File: config.mk
export PLATFORM = sky130hd
export DESIGN_NAME = serial_irq_status
export DESIGN_NICKNAME = d
export VERILOG_FILES = /design/src/rtl/sirq_pkg.sv /design/src/rtl/sirq_sticky_bit.sv /design/src/rtl/sirq_timeout_fsm.sv /design/src/rtl/sirq_regbank.sv /design/src/rtl/serial_irq_status.sv
export SDC_FILE = /design/constraint.sdc
export NUM_CORES = 1
export LEC_CHECK = 0
export ABC_AREA = 1
export BUFFER_PORTS_ARGS = -buffer_cell sky130_fd_sc_hd__buf_2
export CORE_MARGIN = 2
export CORE_UTILIZATION = 45
export CTS_BUF_LIST = sky130_fd_sc_hd__clkbuf_8
export DETAILED_ROUTE_END_ITERATION = 6
export HOLD_SLACK_MARGIN = 0.15
export MAX_ROUTING_LAYER = met4
export PLACE_DENSITY = 0.72
export SYNTH_ARGS = -nofsm -noshare
export SYNTH_HDL_FRONTEND = slang
export SYNTH_HIERARCHICAL = 1
export SYNTH_SLANG_ARGS = --single-unit
File: constraint.sdc
create_clock -name clk -period 1.4 [get_ports clk]
set_input_delay 0.28 -clock clk [delete_from_list [all_inputs] [get_ports clk]]
set_output_delay 0.28 -clock clk [all_outputs]
set_load 0.05 [all_outputs]
File: src/rtl/sirq_pkg.sv
package sirq_pkg;
    typedef enum logic [1:0] {
        TO_IDLE  = 2'd0,
        TO_COUNT = 2'd1,
        TO_FIRED = 2'd2
    } to_state_e;

    localparam logic [1:0] ADDR_MASK   = 2'd0;
    localparam logic [1:0] ADDR_RAW    = 2'd1;
    localparam logic [1:0] ADDR_MASKED = 2'd2;
    localparam logic [1:0] ADDR_CLEAR  = 2'd3;

    localparam int SRC_OVR = 0;
    localparam int SRC_TMO = 1;
    localparam int SRC_RXH = 2;
    localparam int SRC_TXH = 3;
    localparam int NSRC    = 4;
    localparam int NSTICKY = 2;
endpackage

File: src/rtl/sirq_sticky_bit.sv
module sirq_sticky_bit (
    input  logic clk,
    input  logic rst_n,
    input  logic set_i,
    input  logic clr_i,
    output logic flag_o
);
    always_ff @(posedge clk) begin
        if (!rst_n)      flag_o <= 1'b0;
        else if (set_i)  flag_o <= 1'b1;
        else if (clr_i)  flag_o <= 1'b0;
    end

    assert_set_wins_R9: assert property (@(posedge clk) disable iff (!rst_n)
        set_i |=> flag_o);
    assert_clear_works_R8: assert property (@(posedge clk) disable iff (!rst_n)
        (clr_i && !set_i) |=> !flag_o);
    assert_flag_holds_R2: assert property (@(posedge clk) disable iff (!rst_n)
        (!clr_i && flag_o) |=> flag_o);
endmodule

File: src/rtl/sirq_timeout_fsm.sv
module sirq_timeout_fsm
    import sirq_pkg::*;
#(
    parameter int LVLW         = 4,
    parameter int TIMEOUT_BITS = 32
) (
    input  logic            clk,
    input  logic            rst_n,
    input  logic [LVLW-1:0] rx_level,
    input  logic            rx_pop,
    input  logic            frame_done,
    input  logic            bit_tick,
    output logic            fire_o
);
    localparam int CNTW = $clog2(TIMEOUT_BITS + 1);
    localparam logic [CNTW-1:0] LAST = CNTW'(TIMEOUT_BITS - 1);

    to_state_e       st_q, st_d;
    logic [CNTW-1:0] cnt_q, cnt_d;
    logic            empty, restart, at_last;

    assign empty   = (rx_level == '0);
    assign restart = rx_pop | frame_done;
    assign at_last = (cnt_q == LAST);

    // state register
    always_ff @(posedge clk) begin
        if (!rst_n) begin
            st_q  <= TO_IDLE;
            cnt_q <= '0;
        end else begin
            st_q  <= st_d;
            cnt_q <= cnt_d;
        end
    end

    // next state and counter
    always_comb begin
        st_d  = st_q;
        cnt_d = cnt_q;
        unique case (st_q)
            TO_IDLE: begin
                cnt_d = '0;
                if (!empty) st_d = TO_COUNT;
            end
            TO_COUNT: begin
                if (empty) begin
                    st_d  = TO_IDLE;
                    cnt_d = '0;
                end else if (restart) begin
                    cnt_d = '0;
                end else if (bit_tick) begin
                    if (at_last) begin
                        st_d  = TO_FIRED;
                        cnt_d = '0;
                    end else begin
                        cnt_d = cnt_q + 1'b1;
                    end
                end
            end
            TO_FIRED: begin
                cnt_d = '0;
                if (empty)        st_d = TO_IDLE;
                else if (restart) st_d = TO_COUNT;
            end
            default: begin
                st_d  = TO_IDLE;
                cnt_d = '0;
            end
        endcase
    end

    // outputs
    always_comb begin
        fire_o = 1'b0;
        unique case (st_q)
            TO_COUNT: fire_o = !empty && !restart && bit_tick && at_last;
            default:  fire_o = 1'b0;
        endcase
    end

    assert_empty_holds_R4: assert property (@(posedge clk) disable iff (!rst_n)
        empty |=> (cnt_q == '0));
    assert_restart_zeroes_R4: assert property (@(posedge clk) disable iff (!rst_n)
        restart |=> (cnt_q == '0));
    assert_fired_quiet_R11: assert property (@(posedge clk) disable iff (!rst_n)
        fire_o |=> !fire_o);
endmodule

File: src/rtl/sirq_regbank.sv
module sirq_regbank
    import sirq_pkg::*;
(
    input  logic               clk,
    input  logic               rst_n,
    input  logic               wr_en,
    input  logic [1:0]         wr_addr,
    input  logic [NSRC-1:0]    wr_data,
    input  logic [1:0]         rd_addr,
    input  logic [NSRC-1:0]    raw_i,
    output logic [NSRC-1:0]    mask_o,
    output logic [NSRC-1:0]    masked_o,
    output logic [NSTICKY-1:0] clr_o,
    output logic [NSRC-1:0]    rd_data
);
    always_ff @(posedge clk) begin
        if (!rst_n)                              mask_o <= '0;
        else if (wr_en && wr_addr == ADDR_MASK)  mask_o <= wr_data;
    end

    assign masked_o = raw_i & mask_o;
    assign clr_o    = (wr_en && wr_addr == ADDR_CLEAR) ? wr_data[NSTICKY-1:0] : '0;

    always_comb begin
        unique case (rd_addr)
            ADDR_MASK:   rd_data = mask_o;
            ADDR_RAW:    rd_data = raw_i;
            ADDR_MASKED: rd_data = masked_o;
            default:     rd_data = '0;
        endcase
    end

    assert_mask_holds_R7: assert property (@(posedge clk) disable iff (!rst_n)
        !(wr_en && wr_addr == ADDR_MASK) |=> $stable(mask_o));
    assert_mask_loads_R7: assert property (@(posedge clk) disable iff (!rst_n)
        (wr_en && wr_addr == ADDR_MASK) |=> (mask_o == $past(wr_data)));
endmodule

File: src/rtl/serial_irq_status.sv
module serial_irq_status
    import sirq_pkg::*;
#(
    parameter int DEPTH        = 8,
    parameter int TIMEOUT_BITS = 32,
    parameter int LVLW         = $clog2(DEPTH + 1)
) (
    input  logic            clk,
    input  logic            rst_n,
    input  logic [LVLW-1:0] rx_level,
    input  logic [LVLW-1:0] tx_level,
    input  logic            frame_done,
    input  logic            rx_pop,
    input  logic            bit_tick,
    input  logic            wr_en,
    input  logic [1:0]      wr_addr,
    input  logic [3:0]      wr_data,
    input  logic [1:0]      rd_addr,
    output logic [3:0]      rd_data,
    output logic            irq
);
    localparam logic [LVLW-1:0] FULL_LVL = LVLW'(DEPTH);
    localparam logic [LVLW-1:0] HALF_LVL = LVLW'(DEPTH / 2);

    logic [NSRC-1:0]    raw, mask, masked;
    logic [NSTICKY-1:0] set_ev, clr_ev, sticky;
    logic               tmo_fire;

    sirq_timeout_fsm #(.LVLW(LVLW), .TIMEOUT_BITS(TIMEOUT_BITS)) u_tmo (
        .clk        (clk),
        .rst_n      (rst_n),
        .rx_level   (rx_level),
        .rx_pop     (rx_pop),
        .frame_done (frame_done),
        .bit_tick   (bit_tick),
        .fire_o     (tmo_fire)
    );

    assign set_ev[SRC_OVR] = frame_done && (rx_level == FULL_LVL);
    assign set_ev[SRC_TMO] = tmo_fire;

    for (genvar g = 0; g < NSTICKY; g++) begin : g_sticky
        sirq_sticky_bit u_bit (
            .clk    (clk),
            .rst_n  (rst_n),
            .set_i  (set_ev[g]),
            .clr_i  (clr_ev[g]),
            .flag_o (sticky[g])
        );
    end

    assign raw[SRC_OVR] = sticky[SRC_OVR];
    assign raw[SRC_TMO] = sticky[SRC_TMO];
    assign raw[SRC_RXH] = (rx_level >= HALF_LVL);
    assign raw[SRC_TXH] = (tx_level <= HALF_LVL);

    sirq_regbank u_regs (
        .clk      (clk),
        .rst_n    (rst_n),
        .wr_en    (wr_en),
        .wr_addr  (wr_addr),
        .wr_data  (wr_data),
        .rd_addr  (rd_addr),
        .raw_i    (raw),
        .mask_o   (mask),
        .masked_o (masked),
        .clr_o    (clr_ev),
        .rd_data  (rd_data)
    );

    assign irq = |masked;

    assert_ovr_sets_R2: assert property (@(posedge clk) disable iff (!rst_n)
        (frame_done && rx_level == FULL_LVL) |=> raw[SRC_OVR]);
    assert_tmo_sets_R3: assert property (@(posedge clk) disable iff (!rst_n)
        tmo_fire |=> raw[SRC_TMO]);
    assert_irq_needs_mask_R10: assert property (@(posedge clk) disable iff (!rst_n)
        irq |-> (mask != '0));
    assert_tmo_needs_data_R4: assert property (@(posedge clk) disable iff (!rst_n)
        (rx_level == '0) |-> !tmo_fire);
endmodule

==> flow_summary.toml, run 1 <==
[clock_tree]
cts_sinks = 14
cts_buffers = 3
clock_tree.buffer_depth = 2
cts_tree = "yes"
htreeDepth = 1
cts_setup_buffers = 0
clk_pin_slew_worst_paths_ns = 0.06
clk_latency_ns = 0.24
clockRootBuffer = "clkbuf_8"

[die]
die_w_um = 49.8
fp.dieH_um = 49.8
ios = 27
dieArea_um2 = 2480
core_um2 = 1960
start_util = 0.482
rows = 16

[pwr]
switching_power_mw = 0.245
p_int_mw = 0.727
ir_worst_vdd_v = 0.000711
p_leak_nw = 0.605
power.share.clock = 0.391
power_mw = 0.972
comb_power_share = 0.180
p_per_area_nw_per_um2 = 820
pwr-share-seq = 0.429
netSwitchingFraction = 0.252

[setup_path]
endpoint_kind = "output pin"
rrSetupSlack_ns = 0.15
slowest_stage = "dfxtp_2"
critPathBufInv = 3
worstPathArrival_ns = 1.04
required_ns = 1.12
cpMostUsedCell = "inv_1"
worstSetupPathType = "reg2out"
critPathTopFamily = "flip-flops"
cp-start-kind = "flop"
path_cells = "inv_1, o21ai_0, nand2_1, inv_1, buf_6"
worst-path-stages = 5
r2r-end = "g_sticky[1].u_bit/flag_o$_SDFFE_PN0P_"
worstPathMaxFanout = 3
crit_path_max_incr_delay_ns = 0.34
worst-r2r-cell-count = 7
timing.rr.start = "u_tmo/cnt_q[0]$_SDFFE_PP0P_"

[detailed_routing]
num_vias = 960
drtAntennaViolNets = 0
viasPerCell = 4.59
wl_per_cell_um = 8.91
wl_um = 1860
drc_errors = 0
first_pass_iters = 4
drt_iter0_markers = 19

[outcome]
status = "completed"

[place]
portBuffers = 26
dpl_worst_slack_ns = 0.000164
gp_congestion = 0.774
dp_hpwl_um = 1520

[logic_synthesis]
syn-num-nets = 177
yosysSeqAreaShare = 0.297
post_synth.cell_area_avg_um2 = 6.13
netlist_area_um2 = 945
netlist-cell-type-count = 24
ys_warn_count = 6
syn_inst = 154
ys_ff_latch = 14

[global_routing]
grt_pass1_vias = 913
gr-usage-all-layers = 0.175
grt_first_pass_wirelength_um = 3320
grt_max_degree = 10
grt-ovfl-total = 0
antenna_found_initial = 0

[timing]
hold_violations = 0
setup_violations = 0
tightest_slew_ns = 0.196
maxSlewHeadroom = 0.869
max_freq_ghz = 0.756
setup_slack_ns = 0.0767
drv_slew = 0
fin_setup_tns_ns = 0
period_share = 0.945
post-route-min-period_ns = 1.32
skew_ns = 0.00748
holdWs_ns = 0.344

[min_path]
hold_path_depth = 3
holdPathEnd = "u_regs/mask_o[0]$_SDFFE_PN0P_"
hold_path.startpoint = "rst_n"
hp-class = "in2reg"

[finish]
nNetsFinal = 206
post-route-util = 0.605
fillers = 211
multi_input_area_um2 = 508
area_delta_synth_final_pct = 25.6
insertedDiodeCount = 0
seqCellArea_um2 = 285
layout-drive-gt1-share = 0.275

[job]
cap_violations = 0
[routing by layer]
layer	track usage	wire length, um	up-vias
li1	-	-	512
met1	0.175	773	426
met2	0.316	983	18
met3	0.0576	81	4
met4	0.0602	23	0
met5	-	0	-
[synthesized netlist by cell type]
cell type	n	area, um^2
nand4_2	1	12.5
ha_1	1	12.5
a21oi_2	2	17.5
buf_6	1	11.3
dfxtp_1	14	280
or2_1	2	12.5
inv_2	1	3.75
buf_2	1	5.00
nand4_1	2	12.5
xnor2_1	2	17.5
o21bai_2	1	11.3
clkinv_1	1	3.75
or2_4	1	8.76
o21ai_0	4	20.0
nor2_2	5	31.3
xor2_1	2	17.5
nand2_2	2	12.5
o211ai_1	1	7.51
nor2_1	22	82.6
inv_1	36	135
nor2_4	2	22.5
a21oi_1	6	30.0
nand3_1	9	45.0
nand2_1	35	131
[final cells by class]
| class | count | area share |
|---|---|---|
| inverters | 38 | 0.120 |
| multi-input cells | 100 | 0.428 |
| clock buffers | 4 | 0.0464 |
| flip-flops and latches | 14 | 0.241 |
| well taps | 27 | 0.0285 |
| repair buffers | 26 | 0.136 |
[power groups by stage]
stage | sequential, mW | combinational, mW | clock (mW)
finish | 0.417 | 0.175 | 0.380
global route | 0.418 | 0.199 | 0.420
CTS | 0.415 | 0.168 | 0.394
detailed placement | 0.424 | 0.163 | 0
global placement | 0.424 | 0.156 | 0
floorplan | 0.422 | 0.108 | 0
[cell usage in the layout, fill, tap and decap left out, types with 2 or more instances in the layout]
cell,n
o21ai_0,3
clkbuf_8,4
inv_1,36
dfxtp_2,4
nor2_2,5
dfxtp_1,10
nand4_1,2
nand3_1,9
xnor2_1,2
a21oi_1,6
nor2_1,22
a21oi_2,2
nor2_4,2
nand2_2,3
buf_6,5
or2_1,2
buf_2,21
xor2_1,2
nand2_1,34
[what timing repair did]
action	CTS	global route
hold buffers	0	0
resized for setup	5	11
endpoints found under the hold margin	0	0
setup endpoints to repair	5	5
pin swaps	0	0
[cell families after synthesis]
family	synth area share
flops	0.297
compound gates	0.0914
buf+inv	0.168
fa+ha+maj	0.0132
simple gates	0.393
xor+xnor	0.0371
[through the flow]
step	instances	cell area, um^2
6_report	209	1190
5_1_grt	209	1190
4_1_cts	209	1160
3_5_place_dp	205	1090
3_3_place_gp	205	1090
2_1_floorplan	154	945
[flip-flops by register name, indices dropped and copies added (netlist names)]
name	count
u_regs/mask_o	4
g_sticky.u_bit/flag_o	2
u_tmo/st_q	2
u_tmo/cnt_q	6
[worst max path at each step]
stage	start	end	slack [ns]
6_report	u_regs/mask_o[0]$_SDFFE_PN0P_	rd_data[0]	0.08
4_1_cts	u_regs/mask_o[3]$_SDFFE_PN0P_	rd_data[3]	0.005
3_5_place_dp	tx_level[3]	irq	0.0002
5_1_grt	u_regs/mask_o[3]$_SDFFE_PN0P_	rd_data[3]	-0.07
3_3_place_gp	tx_level[3]	irq	0.02
2_1_floorplan	tx_level[3]	irq	0.1
[tightest hold or removal path: cells and delay by family]
| family | cells | cell delay, ns |
|---|---|---|
| buffers and inverters | 1 | 0.16 |
| and+or+nand+nor | 2 | 0.11 |
No activity file was read; power rests on OpenSTA's default activity.
==> inputs of run 2 (changes only) <==
--- a/config.mk
+++ b/config.mk
@@ -13,8 +13,7 @@
 export DETAILED_ROUTE_END_ITERATION = 6
 export HOLD_SLACK_MARGIN = 0.15
 export MAX_ROUTING_LAYER = met4
-export PLACE_DENSITY = 0.72
+export PLACE_DENSITY = 0.74
 export SYNTH_ARGS = -nofsm -noshare
 export SYNTH_HDL_FRONTEND = slang
-export SYNTH_HIERARCHICAL = 1
 export SYNTH_SLANG_ARGS = --single-unit
==> constraint.sdc (replaced) <==
create_clock -name clk -period 1.4 [get_ports clk]
set_input_delay 0.28 -clock clk [delete_from_list [all_inputs] [get_ports clk]]
set_output_delay 0.28 -clock clk [all_outputs]
set_load 0.005 [all_outputs]
==> flow_summary.toml, run 2 <==
[timing]
post-route-min-period_ns = 1.26
holdWs_ns = 0.279
hold_violations = 0
grt_setup_unrepaired = "false"
period_share = 0.902
drv_slew = 0
max_freq_ghz = 0.792
skew_ns = 0.00600
maxSlewHeadroom = 0.855
tightest_slew_ns = 0.217
setup_slack_ns = 0.138
setup_violations = 0
fin_setup_tns_ns = 0

[min_path]
hp-class = "in2reg"

[setup_path]
cp-start-kind = "input port"
cp-startpoint = "tx_level[0]"
worstSetupPathType = "in2out"
rrSetupSlack_ns = 0.20
endpoint_kind = "output pin"
timing.rr.start = "u_tmo.cnt_q[0]$_SDFFE_PP0P_"
endpoint = "rd_data[3]"
worstPathArrival_ns = 0.98
required_ns = 1.12
r2r-end = "u_tmo.cnt_q[5]$_SDFFE_PP0P_"
worstPathMaxFanout = 2
worst-r2r-cell-count = 6

[finish]
mostFrequentLayoutCells = "27 x nand2_1, 26 x buf_2, 22 x nor2_1"
fillers = 161
post-route-util = 0.634
top_register = "u_tmo.cnt_q"
layout-drive-gt1-share = 0.248
finalNonFillerCells = 165
reg.largest.list = "u_tmo.cnt_q (6), u_regs.mask_o (4)"
largest_reg_flops = 6
seqCellArea_um2 = 280
final_area_um2 = 977
insertedDiodeCount = 0
area_delta_synth_final_pct = 27.8
multi_input_area_um2 = 420
nNetsFinal = 173
layout_commonest_cell = "nand2_1"

[logic_synthesis]
post_synth.cell_area_avg_um2 = 6.48
synth_edf_count = 0
yosysSeqAreaShare = 0.367
synth.top_cells.by_count = "27 x nand2_1, 22 x nor2_1, 17 x inv_1, 14 x dfxtp_1, 7 x o21ai_0"
syn-num-nets = 141
netlist-cell-type-count = 20
post-synth-top-count-cell = "nand2_1"
synth_top_area_cell = "dfxtp_1"
async_flop_share = 0
ys_warn_count = 0
ys_ff_latch = 14
synth_top_area_share = 0.367
yosys-top-cells-area = "dfxtp_1 37%, nand2_1 13%, nor2_1 11%, inv_1 8.3%, o21ai_0 4.6%"
netlist_area_um2 = 764
syn_inst = 118
synth-main-ff-cell = "dfxtp_1"

[clock_tree]
cts_buffers = 3
cts_tree = "yes"
clockRootBuffer = "clkbuf_8"
cts_resized = 0
clk_pin_slew_worst_paths_ns = 0.06
clk_latency_ns = 0.24
cts_sinks = 14
htreeDepth = 1
cts_setup_buffers = 0
ctsHoldBuffers = 0
clock_tree.buffer_depth = 2

[global_routing]
grt_use_met2 = 0.374
gr-usage-all-layers = 0.198
antenna_found_initial = 0
grt.met3_usage = 0.0560
grt_max_degree = 9
grtUsageMet1 = 0.187
grt_pass1_vias = 742
grt-ovfl-total = 0
busiest_layer = "met2"
grt_first_pass_wirelength_um = 2820

[die]
dieArea_um2 = 2040
ios = 27
die_w_um = 45.2
rows = 14
core_um2 = 1540
start_util = 0.496
fp.dieH_um = 45.2

[place]
place_inst = 161
dp_hpwl_um = 1330
portBuffers = 26
dpl_worst_slack_ns = 0.138
gp_congestion = 0.787
dpl_cell_area_um2 = 922

[detailed_routing]
drc_errors = 0
drt_iter0_markers = 9
wl_per_cell_um = 10.1
first_pass_iters = 3
viasPerCell = 4.94
drtAntennaViolNets = 0
wl_um = 1670
num_vias = 815

[job]
cap_violations = 0

[pwr]
ir_worst_vdd_v = 0.000561
p_per_area_nw_per_um2 = 940
p_leak_nw = 0.474
power_mw = 0.919

[outcome]
status = "completed"
-- run 2: kinds of logic after synthesis --
kind of cell,after synthesis,share of synthesized area
buffers and inverters,17,0.0835
AO/OA/AOI/OAI,18,0.133
flip-flops,14,0.367
adder cells (fa/ha/maj),1,0.0164
XOR/XNOR,3,0.0344
AND/OR/NAND/NOR,65,0.367
-- run 2: final cells by class --
type	count	area share
multi-input combinational	87	0.430
sequential	14	0.287
timing repair buffer	27	0.141
inverter	17	0.0653
clock buffer	4	0.0563
tap	16	0.0205
-- run 2: layer usage --
layer,up-vias,part of all wire
met4,0,0.0054
met3,2,0.066
met2,19,0.49
met1,353,0.43
li1,441,-
met5,-,0
-- run 2: worst min path at each step --
stage,to,cells past startpoint,slack [ns],startpoint
after CTS,u_regs.mask_o[2]$_SDFFE_PN0P_,3,0.28,wr_data[2]
after detailed placement,g_sticky[0].u_bit.flag_o$_SDFFE_PN0P_,2,0.48,g_sticky[0].u_bit.flag_o$_SDFFE_PN0P_
final,u_regs.mask_o[2]$_SDFFE_PN0P_,3,0.28,wr_data[2]
after floorplan,u_regs.mask_o[0]$_SDFFE_PN0P_,2,0.42,rst_n
after global placement,u_tmo.cnt_q[1]$_SDFFE_PP0P_,2,0.47,u_tmo.cnt_q[1]$_SDFFE_PP0P_
after global routing,u_regs.mask_o[0]$_SDFFE_PN0P_,3,0.32,wr_data[0]
-- run 2: worst max-delay path, cell delays in order --
cell,delay (ns)
buf_2,0.09
o21a_1,0.17
nor2_1,0.12
nor2_1,0.06
a21oi_1,0.13
buf_2,0.13
-- run 2: report_power, final --
part	leakage [nW]	total [mW]	internal (mW)	switching, mW
Clock	0.0288	0.391	0.249	0.142
Combinational	0.332	0.114	0.0515	0.0623
Sequential	0.114	0.414	0.408	0.00604
Total	0.474	0.919	0.709	0.210
==> inputs of run 3 (changes only) <==
--- a/config.mk
+++ b/config.mk
@@ -13,7 +13,8 @@
 export DETAILED_ROUTE_END_ITERATION = 6
 export HOLD_SLACK_MARGIN = 0.15
 export MAX_ROUTING_LAYER = met4
-export PLACE_DENSITY = 0.74
+export PLACE_DENSITY = 0.72
 export SYNTH_ARGS = -nofsm -noshare
 export SYNTH_HDL_FRONTEND = slang
+export SYNTH_HIERARCHICAL = 1
 export SYNTH_SLANG_ARGS = --single-unit
==> flow_summary.toml, run 3 (synthesized netlist as in run 1, its figures left out) <==
[setup_path]
timing.rr.start = "u_tmo/cnt_q[0]$_SDFFE_PP0P_"
slowest_stage = "dfxtp_1"
critPathBufInv = 3
path_cells = "inv_1, o21ai_0, nand2_1, inv_1, buf_2"
worst-r2r-cell-count = 7
worstPathMaxFanout = 3
required_ns = 1.12
worstPathArrival_ns = 1.00
endpoint_kind = "output pin"
cpMostUsedCell = "inv_1"
cp-start-kind = "flop"
rrSetupSlack_ns = 0.15
crit_path_max_incr_delay_ns = 0.35
cp-startpoint = "u_regs/mask_o[1]$_SDFFE_PN0P_"
critPathTopFamily = "flip-flops"
worstSetupPathType = "reg2out"
r2r-end = "g_sticky[1].u_bit/flag_o$_SDFFE_PN0P_"

[pwr]
ir_worst_vdd_v = 0.000707
p_leak_nw = 0.599
p_per_area_nw_per_um2 = 812

[clock_tree]
htreeDepth = 1
clockRootBuffer = "clkbuf_8"
ctsHoldBuffers = 0
cts_sinks = 14
cts_buffers = 3
cts_setup_buffers = 0
clock_tree.buffer_depth = 2
clk_latency_ns = 0.24
clk_pin_slew_worst_paths_ns = 0.06
cts_tree = "yes"

[finish]
finalNonFillerCells = 209
layout_commonest_cell = "inv_1"
top_register = "u_tmo/cnt_q"
fillers = 217
layout-drive-gt1-share = 0.247
multi_input_area_um2 = 505
largest_reg_flops = 6
area_delta_synth_final_pct = 21.5
reg.largest.list = "u_tmo/cnt_q (6), u_regs/mask_o (4)"
mostFrequentLayoutCells = "36 x inv_1, 35 x nand2_1, 26 x buf_2"
post-route-util = 0.585
nNetsFinal = 206
insertedDiodeCount = 0
seqCellArea_um2 = 280

[min_path]
hp-class = "in2reg"
hold_path.startpoint = "rst_n"
holdPathEnd = "g_sticky[1].u_bit/flag_o$_SDFFE_PN0P_"
hold_path_depth = 3

[die]
fp.dieH_um = 49.8
dieArea_um2 = 2480
die_w_um = 49.8
ios = 27
rows = 16
core_um2 = 1960
start_util = 0.482

[global_routing]
grt_first_pass_wirelength_um = 3230
gr-usage-all-layers = 0.168
grt-ovfl-total = 0
antenna_found_initial = 0
grt_max_degree = 10
grt_pass1_vias = 901

[place]
place_inst = 205
gp_congestion = 0.772
portBuffers = 26
dp_hpwl_um = 1500

[timing]
drv_slew = 0
fin_setup_tns_ns = 0
grt_setup_unrepaired = "false"
hold_violations = 0
period_share = 0.917
maxSlewHeadroom = 0.877
setup_violations = 0
skew_ns = 0.00487
tightest_slew_ns = 0.184
post-route-min-period_ns = 1.28
max_freq_ghz = 0.779

[outcome]
status = "completed"

[detailed_routing]
drt_iter0_markers = 10
drc_errors = 0
drtAntennaViolNets = 0
wl_um = 1800
num_vias = 936
wl_per_cell_um = 8.60
viasPerCell = 4.48
first_pass_iters = 3

[job]
cap_violations = 0
[run 3: area by class of cell]
| type | count | area share |
|---|---|---|
| repair buffers | 26 | 0.113 |
| inverters | 38 | 0.124 |
| clock buffers | 4 | 0.0480 |
| flip-flops and latches | 14 | 0.244 |
| well taps | 27 | 0.0294 |
| multi-input cells | 100 | 0.441 |
[run 3: worst max-delay path by stage]
stage / to / slack (ns) / cells after the start
final: rd_data[1] / 0.12 / 5
after global routing: rd_data[3] / 0.005 / 5
after detailed placement: g_sticky[1].u_bit/flag_o$_SDFFE_PN0P_ / 0.14 / 7
after CTS: rd_data[1] / 0.10 / 5
after floorplan: g_sticky[1].u_bit/flag_o$_SDFFE_PN0P_ / 0.24 / 7
after global placement: irq / 0.16 / 7
[run 3: report_power, final]
| group | internal, mW | switching [mW] | leakage, nW |
|---|---|---|---|
| registers | 0.408 | 0.00717 | 0.114 |
| logic | 0.0591 | 0.0745 | 0.457 |
| clock network | 0.249 | 0.134 | 0.0288 |
[run 3: tightest hold or removal path, stage by stage]
cell     delay, ns
buf_2         0.16
inv_1         0.08
a21oi_2       0.03
[run 3: what timing repair did]
| item | CTS | global route |
|---|---|---|
| resized for setup | 0 | 1 |
| endpoints found under the hold margin | 0 | 0 |
| setup endpoints to repair | 0 | 1 |
[run 3: per-layer routing]
metal / global-route usage / up-vias / part of all wire
li1: - / 510 / -
met1: 0.169 / 406 / 0.43
met2: 0.309 / 16 / 0.52
met3: 0.0515 / 4 / 0.040
met4: 0.0509 / 0 / 0.013
met5: - / - / 0
[run 3: metrics by stage]
stage	hold slack, ns	setup slack [ns]	area (um^2)	power (mW)
2_1_floorplan	0.401	0.236	945	0.503
3_3_place_gp	0.468	0.165	1090	0.553
3_5_place_dp	0.471	0.138	1090	0.559
4_1_cts	0.342	0.103	1150	0.947
5_1_grt	0.353	0.00502	1150	0.994
6_report	0.344	0.116	1150	0.932
